[config.mk]
export PLATFORM = sky130hd
export DESIGN_NAME = bitslip_align_ctrl
export DESIGN_NICKNAME = d
export VERILOG_FILES = /design/src/rtl/align_pkg.sv /design/src/rtl/align_rst_sync.sv /design/src/rtl/align_pattern_match.sv /design/src/rtl/align_settle_timer.sv /design/src/rtl/align_slip_counter.sv /design/src/rtl/bitslip_align_ctrl.sv
export SDC_FILE = /design/constraint.sdc
export NUM_CORES = 1
export LEC_CHECK = 0
export BUFFER_PORTS_ARGS = -buffer_cell sky130_fd_sc_hd__buf_4
export CORE_AREA = 3 3 44 46
export CTS_BUF_LIST = sky130_fd_sc_hd__clkbuf_4 sky130_fd_sc_hd__clkbuf_8
export DETAILED_ROUTE_END_ITERATION = 8
export DIE_AREA = 0 0 47 49
export PLACE_DENSITY = 0.82
export SLEW_MARGIN = 5
export SYNTH_ARGS = -nofsm -noshare
export SYNTH_HDL_FRONTEND = slang
export SYNTH_SLANG_ARGS = --single-unit
[constraint.sdc]
create_clock -name clk -period 1.71 [get_ports clk]
set_input_delay 0.171 -clock clk [delete_from_list [all_inputs] [get_ports clk]]
set_output_delay 0.171 -clock clk [all_outputs]
set_load 0.02 [all_outputs]
[src/rtl/align_pkg.sv]
package align_pkg;
  typedef enum logic [2:0] {
    ST_IDLE   = 3'd0,
    ST_SLIP   = 3'd1,
    ST_WAIT   = 3'd2,
    ST_CHECK  = 3'd3,
    ST_LOCKED = 3'd4,
    ST_FAIL   = 3'd5
  } align_state_e;
endpackage

[src/rtl/align_rst_sync.sv]
module align_rst_sync (
  input  logic clk,
  input  logic rst_n,
  output logic rst_n_sync
);
  logic stage0_q;
  logic stage1_q;

  always_ff @(posedge clk or negedge rst_n) begin
    if (!rst_n) begin
      stage0_q <= 1'b0;
      stage1_q <= 1'b0;
    end else begin
      stage0_q <= 1'b1;
      stage1_q <= stage0_q;
    end
  end

  assign rst_n_sync = stage1_q;
endmodule

[src/rtl/align_pattern_match.sv]
module align_pattern_match #(
  parameter int unsigned DATA_W = 8,
  parameter logic [2*DATA_W-1:0] PATTERN = '0
) (
  input  logic              clk,
  input  logic              rst_n,
  input  logic              cap_en,
  input  logic [DATA_W-1:0] word_i,
  output logic              match_o
);
  localparam int unsigned HALVES = 2;

  logic [DATA_W-1:0] prev_q;
  logic [DATA_W-1:0] lane [HALVES];
  logic [HALVES-1:0] half_ok;

  always_ff @(posedge clk or negedge rst_n) begin
    if (!rst_n) begin
      prev_q <= '0;
    end else if (cap_en) begin
      prev_q <= word_i;
    end
  end

  // lane 0 is the earlier word (lower half), lane 1 the later word (upper half)
  assign lane[0] = prev_q;
  assign lane[1] = word_i;

  for (genvar h = 0; h < HALVES; h++) begin : g_half
    assign half_ok[h] = (lane[h] == PATTERN[h*DATA_W +: DATA_W]);
  end

  assign match_o = &half_ok;
endmodule

[src/rtl/align_settle_timer.sv]
module align_settle_timer #(
  parameter int unsigned SLIP_GAP = 4
) (
  input  logic clk,
  input  logic rst_n,
  input  logic load,
  input  logic run,
  output logic done
);
  localparam int unsigned LOAD_VAL = SLIP_GAP - 3;
  localparam int unsigned CNT_W    = (SLIP_GAP > 2) ? $clog2(SLIP_GAP) : 1;

  logic [CNT_W-1:0] cnt_q;
  logic [CNT_W-1:0] cnt_d;
  logic             cnt_en;

  always_comb begin
    cnt_en = 1'b0;
    cnt_d  = cnt_q;
    if (load) begin
      cnt_en = 1'b1;
      cnt_d  = CNT_W'(LOAD_VAL);
    end else if (run && (cnt_q != '0)) begin
      cnt_en = 1'b1;
      cnt_d  = cnt_q - 1'b1;
    end
  end

  always_ff @(posedge clk or negedge rst_n) begin
    if (!rst_n) begin
      cnt_q <= '0;
    end else if (cnt_en) begin
      cnt_q <= cnt_d;
    end
  end

  assign done = (cnt_q == '0);
endmodule

[src/rtl/align_slip_counter.sv]
module align_slip_counter #(
  parameter int unsigned MAX_SLIPS = 16
) (
  input  logic clk,
  input  logic rst_n,
  input  logic clr,
  input  logic inc,
  output logic spent
);
  localparam int unsigned CNT_W = $clog2(MAX_SLIPS + 1);

  logic [CNT_W-1:0] cnt_q;
  logic [CNT_W-1:0] cnt_d;
  logic             cnt_en;

  always_comb begin
    cnt_en = 1'b0;
    cnt_d  = cnt_q;
    if (clr) begin
      cnt_en = 1'b1;
      cnt_d  = '0;
    end else if (inc && !spent) begin
      cnt_en = 1'b1;
      cnt_d  = cnt_q + 1'b1;
    end
  end

  always_ff @(posedge clk or negedge rst_n) begin
    if (!rst_n) begin
      cnt_q <= '0;
    end else if (cnt_en) begin
      cnt_q <= cnt_d;
    end
  end

  assign spent = (cnt_q == CNT_W'(MAX_SLIPS));
endmodule

[src/rtl/bitslip_align_ctrl.sv]
module bitslip_align_ctrl #(
  parameter int unsigned DATA_W   = 8,
  parameter int unsigned SLIP_GAP = 4,
  parameter logic [2*DATA_W-1:0] PATTERN = 16'b0000111100011110
) (
  input  logic              clk,
  input  logic              rst_n,
  input  logic              en,
  input  logic              restart,
  input  logic [DATA_W-1:0] rx_word,
  output logic              slip_pulse,
  output logic              locked,
  output logic              failed
);
  import align_pkg::*;

  localparam int unsigned MAX_SLIPS = 2 * DATA_W;

  align_state_e state_q;
  align_state_e state_d;
  logic         rst_n_sync;
  logic         match;
  logic         settle_done;
  logic         budget_spent;
  logic         abort;

  align_rst_sync u_rst_sync (
    .clk        (clk),
    .rst_n      (rst_n),
    .rst_n_sync (rst_n_sync)
  );

  align_pattern_match #(
    .DATA_W  (DATA_W),
    .PATTERN (PATTERN)
  ) u_match (
    .clk     (clk),
    .rst_n   (rst_n_sync),
    .cap_en  (en),
    .word_i  (rx_word),
    .match_o (match)
  );

  align_settle_timer #(
    .SLIP_GAP (SLIP_GAP)
  ) u_timer (
    .clk   (clk),
    .rst_n (rst_n_sync),
    .load  (state_q != ST_WAIT),
    .run   (state_q == ST_WAIT),
    .done  (settle_done)
  );

  align_slip_counter #(
    .MAX_SLIPS (MAX_SLIPS)
  ) u_slips (
    .clk   (clk),
    .rst_n (rst_n_sync),
    .clr   (state_q == ST_IDLE),
    .inc   (state_q == ST_SLIP),
    .spent (budget_spent)
  );

  assign abort = !en || restart;

  always_comb begin
    state_d = state_q;
    if (abort) begin
      state_d = ST_IDLE;
    end else begin
      unique case (state_q)
        ST_IDLE:   state_d = ST_WAIT;
        ST_SLIP:   state_d = ST_WAIT;
        ST_WAIT:   if (settle_done) state_d = ST_CHECK;
        ST_CHECK: begin
          if (match)             state_d = ST_LOCKED;
          else if (budget_spent) state_d = ST_FAIL;
          else                   state_d = ST_SLIP;
        end
        ST_LOCKED: state_d = ST_LOCKED;
        ST_FAIL:   state_d = ST_FAIL;
        default:   state_d = ST_IDLE;
      endcase
    end
  end

  always_ff @(posedge clk or negedge rst_n_sync) begin
    if (!rst_n_sync) begin
      state_q <= ST_IDLE;
    end else begin
      state_q <= state_d;
    end
  end

  assign slip_pulse = (state_q == ST_SLIP);
  assign locked     = (state_q == ST_LOCKED);
  assign failed     = (state_q == ST_FAIL);
endmodule

==> flow_summary.ini, run 1 <==
[yosys]
ys_ff_latch = 20
synth-simple-area-share_pct = 21.7
synth.avg_cell_area_um2 = 11.2
ys.flop_type = dfrtp_1
yosysMostFrequentCell = dfrtp_1
synth_edf_count = 0
synthesis.area_um2 = 953
async_reset_ff_share_pct = 100
synth_top_cell_by_area = dfrtp_1
syn-num-nets = 100
syn_inst = 85
yosysSeqAreaShare_pct = 52.5
synth_mux_area_share_pct = 9.45
ys_warn_count = 0
synth_top_area_share_pct = 52.5
synth_xor_area_share_pct = 0.919
synth_common_cells = dfrtp_1, mux2_2, a21oi_1
synthAdderAreaFrac_pct = 3.94
synth_top_family_by_area = simple AND/OR/NAND/NOR gates
ys_types = 32
synth_compound_area_share_pct = 7.74
synthTopCellsByArea = dfrtp_1, mux2_2, ha_1, nor4bb_1, a21oi_1

[min_path]
whs_path_depth = 2
min_from = rx_word[1]
hold-path-endpoint = u_match.prev_q[1]
holdCritPathClass = input port to register

[global_route]
grt_max_degree = 19
grt_pass1_wl_um = 2760
grt_use_total_pct = 16.0
grt_overflow_total = 0
antenna_found_initial = 0
first_global_vias = 686

[timing]
max_freq_mhz = 626
fin_crit_sh_pct = 93.5
finalHoldViolCount = 0
min_period_ns = 1.60
skew_ns = 0.00242
worst_pin_slew_ns = 0.716
slew_violations = 0
worst_slack_ns = 0.112
setup_violations = 0
tns_ns = 0
rsz0062_at_grt = false
slew_headroom_pct = 52.2

[power_and_ir_drop]
clockPowerShare_pct = 26.0
seqPwrFrac_pct = 64.8
power.leakage_nw = 0.489
ir_worst_vdd_mv = 0.601
power_mw = 0.802
p_int_mw = 0.627
switching_share_pct = 21.8
p_sw_mw = 0.175
power_density_nw_per_um2 = 726
pwr-share-comb_pct = 9.1

[detailed_routing]
ant_nets = 0
drc = 0
drt-pass1-iter-count = 4
routedWlPerCell_um = 13.6
wl_um = 1590
drt-initial-drc-count = 10
vias = 683
vias_per_cell = 5.84

[clocking]
numCtsBuffers = 3
clk_latency_ns = 0.29
cts_tree = built
post_cts_resized = 0
cts_buffer_depth = 2
clkTransAtPathRegs_ns = 0.10
cts_htree_levels = 1
cts_root_buffer = clkbuf_4
clkSinkCount = 20

[placement]
port_buffers = 14
dp_slack_ns = 0.258
globalplace.congestion = 0.890
place_hpwl_um = 1220

[worst_setup_path]
worstReg2RegStart = state_q[1]
reg2reg_to = u_slips.cnt_q[3]
required_ns = 1.54
critPathCaptureType = output pin
start_kind = register
worstPathMaxFanout = 10
reg2reg_depth = 3
crit_slowest_cell = dfrtp_1
path_cells = or3b_4 -> inv_2 -> buf_4
critical_path_arrival_ns = 1.43
reg2reg_slack_ns = 0.23
crit_type = register to output pin
max_stage_delay_ns = 0.47

[finish]
multi_input_area_um2 = 420
seq_area_um2 = 500
nets = 118
antenna_cells = 0
fillers = 115
drive_gt1_share_pct = 27.7
syn2layout_area_growth_pct = 15.9

[die]
pin_count = 15
die_x_um = 47
die_h_um = 49
die-area_um2 = 2300
num_rows = 14
coreArea_um2 = 1540
start_util_pct = 61.9

[outcome]
status = finished clean

[job]
maxCapViolations = 0
[worst max-delay path: cells and delay by family (launching register included)]
family | cells | cell delay [ns]
DFF | 1 | 0.47
and+or+nand+nor | 1 | 0.45
buffers and inverters | 2 | 0.21
[layout by cell type, fill, tap and decap left out, drive strengths merged, types with 4 or more instances in the layout]
master	Yosys	layout
nand2	4	4
o21ai	5	5
buf	2	15
dfrtp	20	20
inv	5	5
nand3	4	4
a21oi	5	5
mux2	8	8
[per-layer routing]
layer	vias up	GRT usage (%)	routed length, um
li1	338	-	-
met1	329	20.4	706
met2	12	25.8	800
met3	4	2.95	58
met4	0	6.45	22
met5	-	0	0
[power groups by stage]
stage	registers [mW]	clock network (mW)	logic, mW
6_report	0.520	0.209	0.0732
3_5_place_dp	0.530	0	0.0720
2_1_floorplan	0.522	0	0.0473
3_3_place_gp	0.529	0	0.0698
5_1_grt	0.524	0.239	0.0821
4_1_cts	0.521	0.221	0.0740
[sequential cells by signal, indices dropped and copies added, names as in the netlist]
name,flops
state_q,3
u_timer.cnt_q,2
u_slips.cnt_q,5
u_rst_sync.rst_n_sync,1
u_rst_sync.stage0_q,1
u_match.prev_q,8
[metrics by stage]
stage,util (%),cell area [um2],hold WS (ns),instances
floorplan,-,953,-0.125,85
global placement,69.6,1070,-0.0467,113
detailed placement,69.6,1070,-0.0445,113
CTS,71.7,1100,0.108,117
global route,71.7,1100,0.105,117
finish,71.7,1100,0.118,117
[cells by family after synthesis]
| group | Yosys count |
|---|---|
| buffers and inverters | 8 |
| adder cells (fa/ha/maj) | 3 |
| XOR/XNOR | 1 |
| flip-flops | 20 |
| AO/OA/AOI/OAI | 13 |
| AND/OR/NAND/NOR | 31 |
| other | 1 |
| multiplexers | 8 |
[layout make-up]
type / count / area share (%)
Tap cell: 16 / 1.81
Clock buffer: 3 / 2.04
Sequential cell: 20 / 45.3
Inverter: 5 / 1.70
Multi-Input combinational cell: 57 / 38.1
Timing Repair Buffer: 16 / 11.1
[worst max-delay path by stage]
stage | startpoint | to | slack, ns | cells after the start
2_1_floorplan | state_q[1] | u_slips.cnt_q[3] | 0.27 | 4
3_3_place_gp | state_q[1] | u_slips.cnt_q[3] | 0.28 | 3
3_5_place_dp | state_q[1] | u_slips.cnt_q[3] | 0.26 | 3
4_1_cts | state_q[1] | slip_pulse | 0.1 | 3
5_1_grt | state_q[1] | slip_pulse | 0.03 | 3
6_report | state_q[1] | slip_pulse | 0.11 | 3
[what timing repair did]
action | CTS | global route
setup buffers | 0 | 0
hold buffers | 1 | 0
endpoints found under the hold margin | 2 | 0
No activity file was read; power rests on OpenSTA's default activity.
==> run 2, diff against run 1 <==
Settings changed: BUFFER_PORTS_ARGS -buffer_cell sky130_fd_sc_hd__buf_4 to default, CORE_AREA 3 3 44 46 to 3 3 43 45, DIE_AREA 0 0 47 49 to 0 0 46 48, DONT_BUFFER_PORTS from default to 1, PLACE_DENSITY 0.82 to 0.77, TNS_END_PERCENT from default to 5.
==> run 2 against run 1 <==
  * First-iteration DRC count down 10%
  * Via count down 10%
  * Count of clock-buffer cells in the layout up 1
  * Core utilization down 4.4 points
  * Maximum frequency up 3.8%
  * Sequential share of layout area up 4.1 points
  * Power up 3.6%
  * Critical path depth down 1
  * Clock power up 26%
  * Largest power group unchanged
==> flow_summary.ini, run 2 (synthesis gave the netlist of run 1 again) <==
[clocking]
clk_latency_ns = 0.29
post_cts_buffers = 0
cts_root_buffer = clkbuf_4
cts_htree_levels = 1
numCtsBuffers = 3
post_cts_resized = 0
cts_tree = built
clkTransAtPathRegs_ns = 0.11
clkSinkCount = 20
cts_buffer_depth = 2

[placement]
place_hpwl_um = 1120
place_inst = 99
globalplace.congestion = 0.773
port_buffers = 0

[global_route]
grt_max_degree = 19
grt_pass1_wl_um = 2370
grt_overflow_total = 0
grt_use_total_pct = 14.9
antenna_found_initial = 0
first_global_vias = 584

[finish]
nets = 104
syn2layout_area_growth_pct = 6.30
fin_cells = 104
final_common_cell = dfrtp_1
largestRegisters = u_match.prev_q x8, u_slips.cnt_q x5, state_q x3
antenna_cells = 0
top_register = u_match.prev_q
largest_reg_flops = 8
drive_gt1_share_pct = 17.0
final_cell_mix = dfrtp_1, mux2_2, a21oi_1

[worst_setup_path]
startpoint = state_q[1]
crit_cells = 2
reg2reg_depth = 3
crit_family = flip-flops
worstPathMaxFanout = 10
worstReg2RegStart = state_q[1]
crit_buf_inv = 1
max_stage_delay_ns = 0.49
path_cells = or3b_4 -> inv_2
critical_path_arrival_ns = 1.37
crit_slowest_cell = dfrtp_1
start_kind = register
required_ns = 1.54
crit_type = register to output pin
critPathCaptureType = output pin

[detailed_routing]
drc = 0
drt-pass1-iter-count = 4
ant_nets = 0
routedWlPerCell_um = 14.2
wl_um = 1480
vias_per_cell = 5.88
vias = 612
drt-initial-drc-count = 9

[min_path]
holdCritPathClass = input port to register
whs_path_depth = 1
min_from = rx_word[6]

[timing]
rsz0062_at_grt = false
finalHoldViolCount = 0
max_freq_mhz = 649
whs_ns = 0.0239
slew_headroom_pct = 53.8
fin_crit_sh_pct = 90.1
min_period_ns = 1.54
slew_violations = 0
tns_ns = 0
setup_violations = 0
worst_pin_slew_ns = 0.693
skew_ns = 0.00890

[power_and_ir_drop]
pwr-share-comb_pct = 5.8
power.leakage_nw = 0.427
ir_worst_vdd_mv = 0.900
switching_share_pct = 20.7
power_density_nw_per_um2 = 820
p_sw_mw = 0.172
p_int_mw = 0.659
seqPwrFrac_pct = 62.5
clockPowerShare_pct = 31.6

[die]
coreArea_um2 = 1510
start_util_pct = 63.3
pin_count = 15
die_h_um = 48
num_rows = 14
die-area_um2 = 2210
die_x_um = 46

[outcome]
status = finished clean

[job]
maxCapViolations = 0
[run 2: cell type report]
cell class / count / area (um2)
Sequential cell: 20 / 500
Fill cell: 122 / 493
Multi-Input combinational cell: 57 / 420
Clock buffer: 4 / 36.3
Tap cell: 16 / 20.0
Inverter: 5 / 18.8
Timing Repair Buffer: 2 / 17.5
[run 2: worst paths after layout]
check,endpoint,slack (ns)
setup reg to reg,u_slips.cnt_q[3],0.20
hold reg to reg,u_match.prev_q[6],0.28
hold / removal,u_match.prev_q[6],0.02
max in group asynchronous,u_slips.cnt_q[0],0.98
setup / recovery,slip_pulse,0.17
min in group asynchronous,u_rst_sync.stage0_q,0.10
[run 2: repair_timing]
action / CTS / global route
endpoints found under the setup margin: 0 / 0
hold endpoints to repair: 2 / 0
hold buffers: 1 / 0
[run 2: metrics by stage]
stage | setup WS (ns) | util [%] | power (mW) | area, um2
after detailed placement | 0.221 | 64.2 | 0.576 | 967
after floorplan | 0.269 | - | 0.569 | 953
after global routing | 0.0783 | 67.3 | 0.865 | 1010
after CTS | 0.160 | 67.3 | 0.844 | 1010
final | 0.170 | 67.3 | 0.831 | 1010
after global placement | 0.276 | 64.2 | 0.574 | 967
[run 2: power by group through the flow]
stage | registers (mW) | clock network [mW] | logic, mW
after floorplan | 0.522 | 0 | 0.0473
after global placement | 0.529 | 0 | 0.0451
after detailed placement | 0.530 | 0 | 0.0464
after CTS | 0.520 | 0.275 | 0.0491
after global routing | 0.525 | 0.287 | 0.0539
final | 0.519 | 0.263 | 0.0484
[run 2: metal layers]
| layer | global-route usage [%] | up-vias | routed length (um) | share of wire [%] |
|---|---|---|---|---|
| met5 | 0 | - | 0 | 0 |
| met2 | 25.0 | 11 | 686 | 46 |
| met1 | 19.8 | 288 | 692 | 47 |
| li1 | - | 311 | - | - |
| met4 | 3.41 | 0 | 13 | 0.88 |
| met3 | 3.38 | 2 | 84 | 5.7 |
[run 2: worst reg2reg max path, stage by stage, from the launching register on]
cell	delay, ns
dfrtp_1	0.49
or3b_4	0.46
or3_1	0.35
a21oi_1	0.14
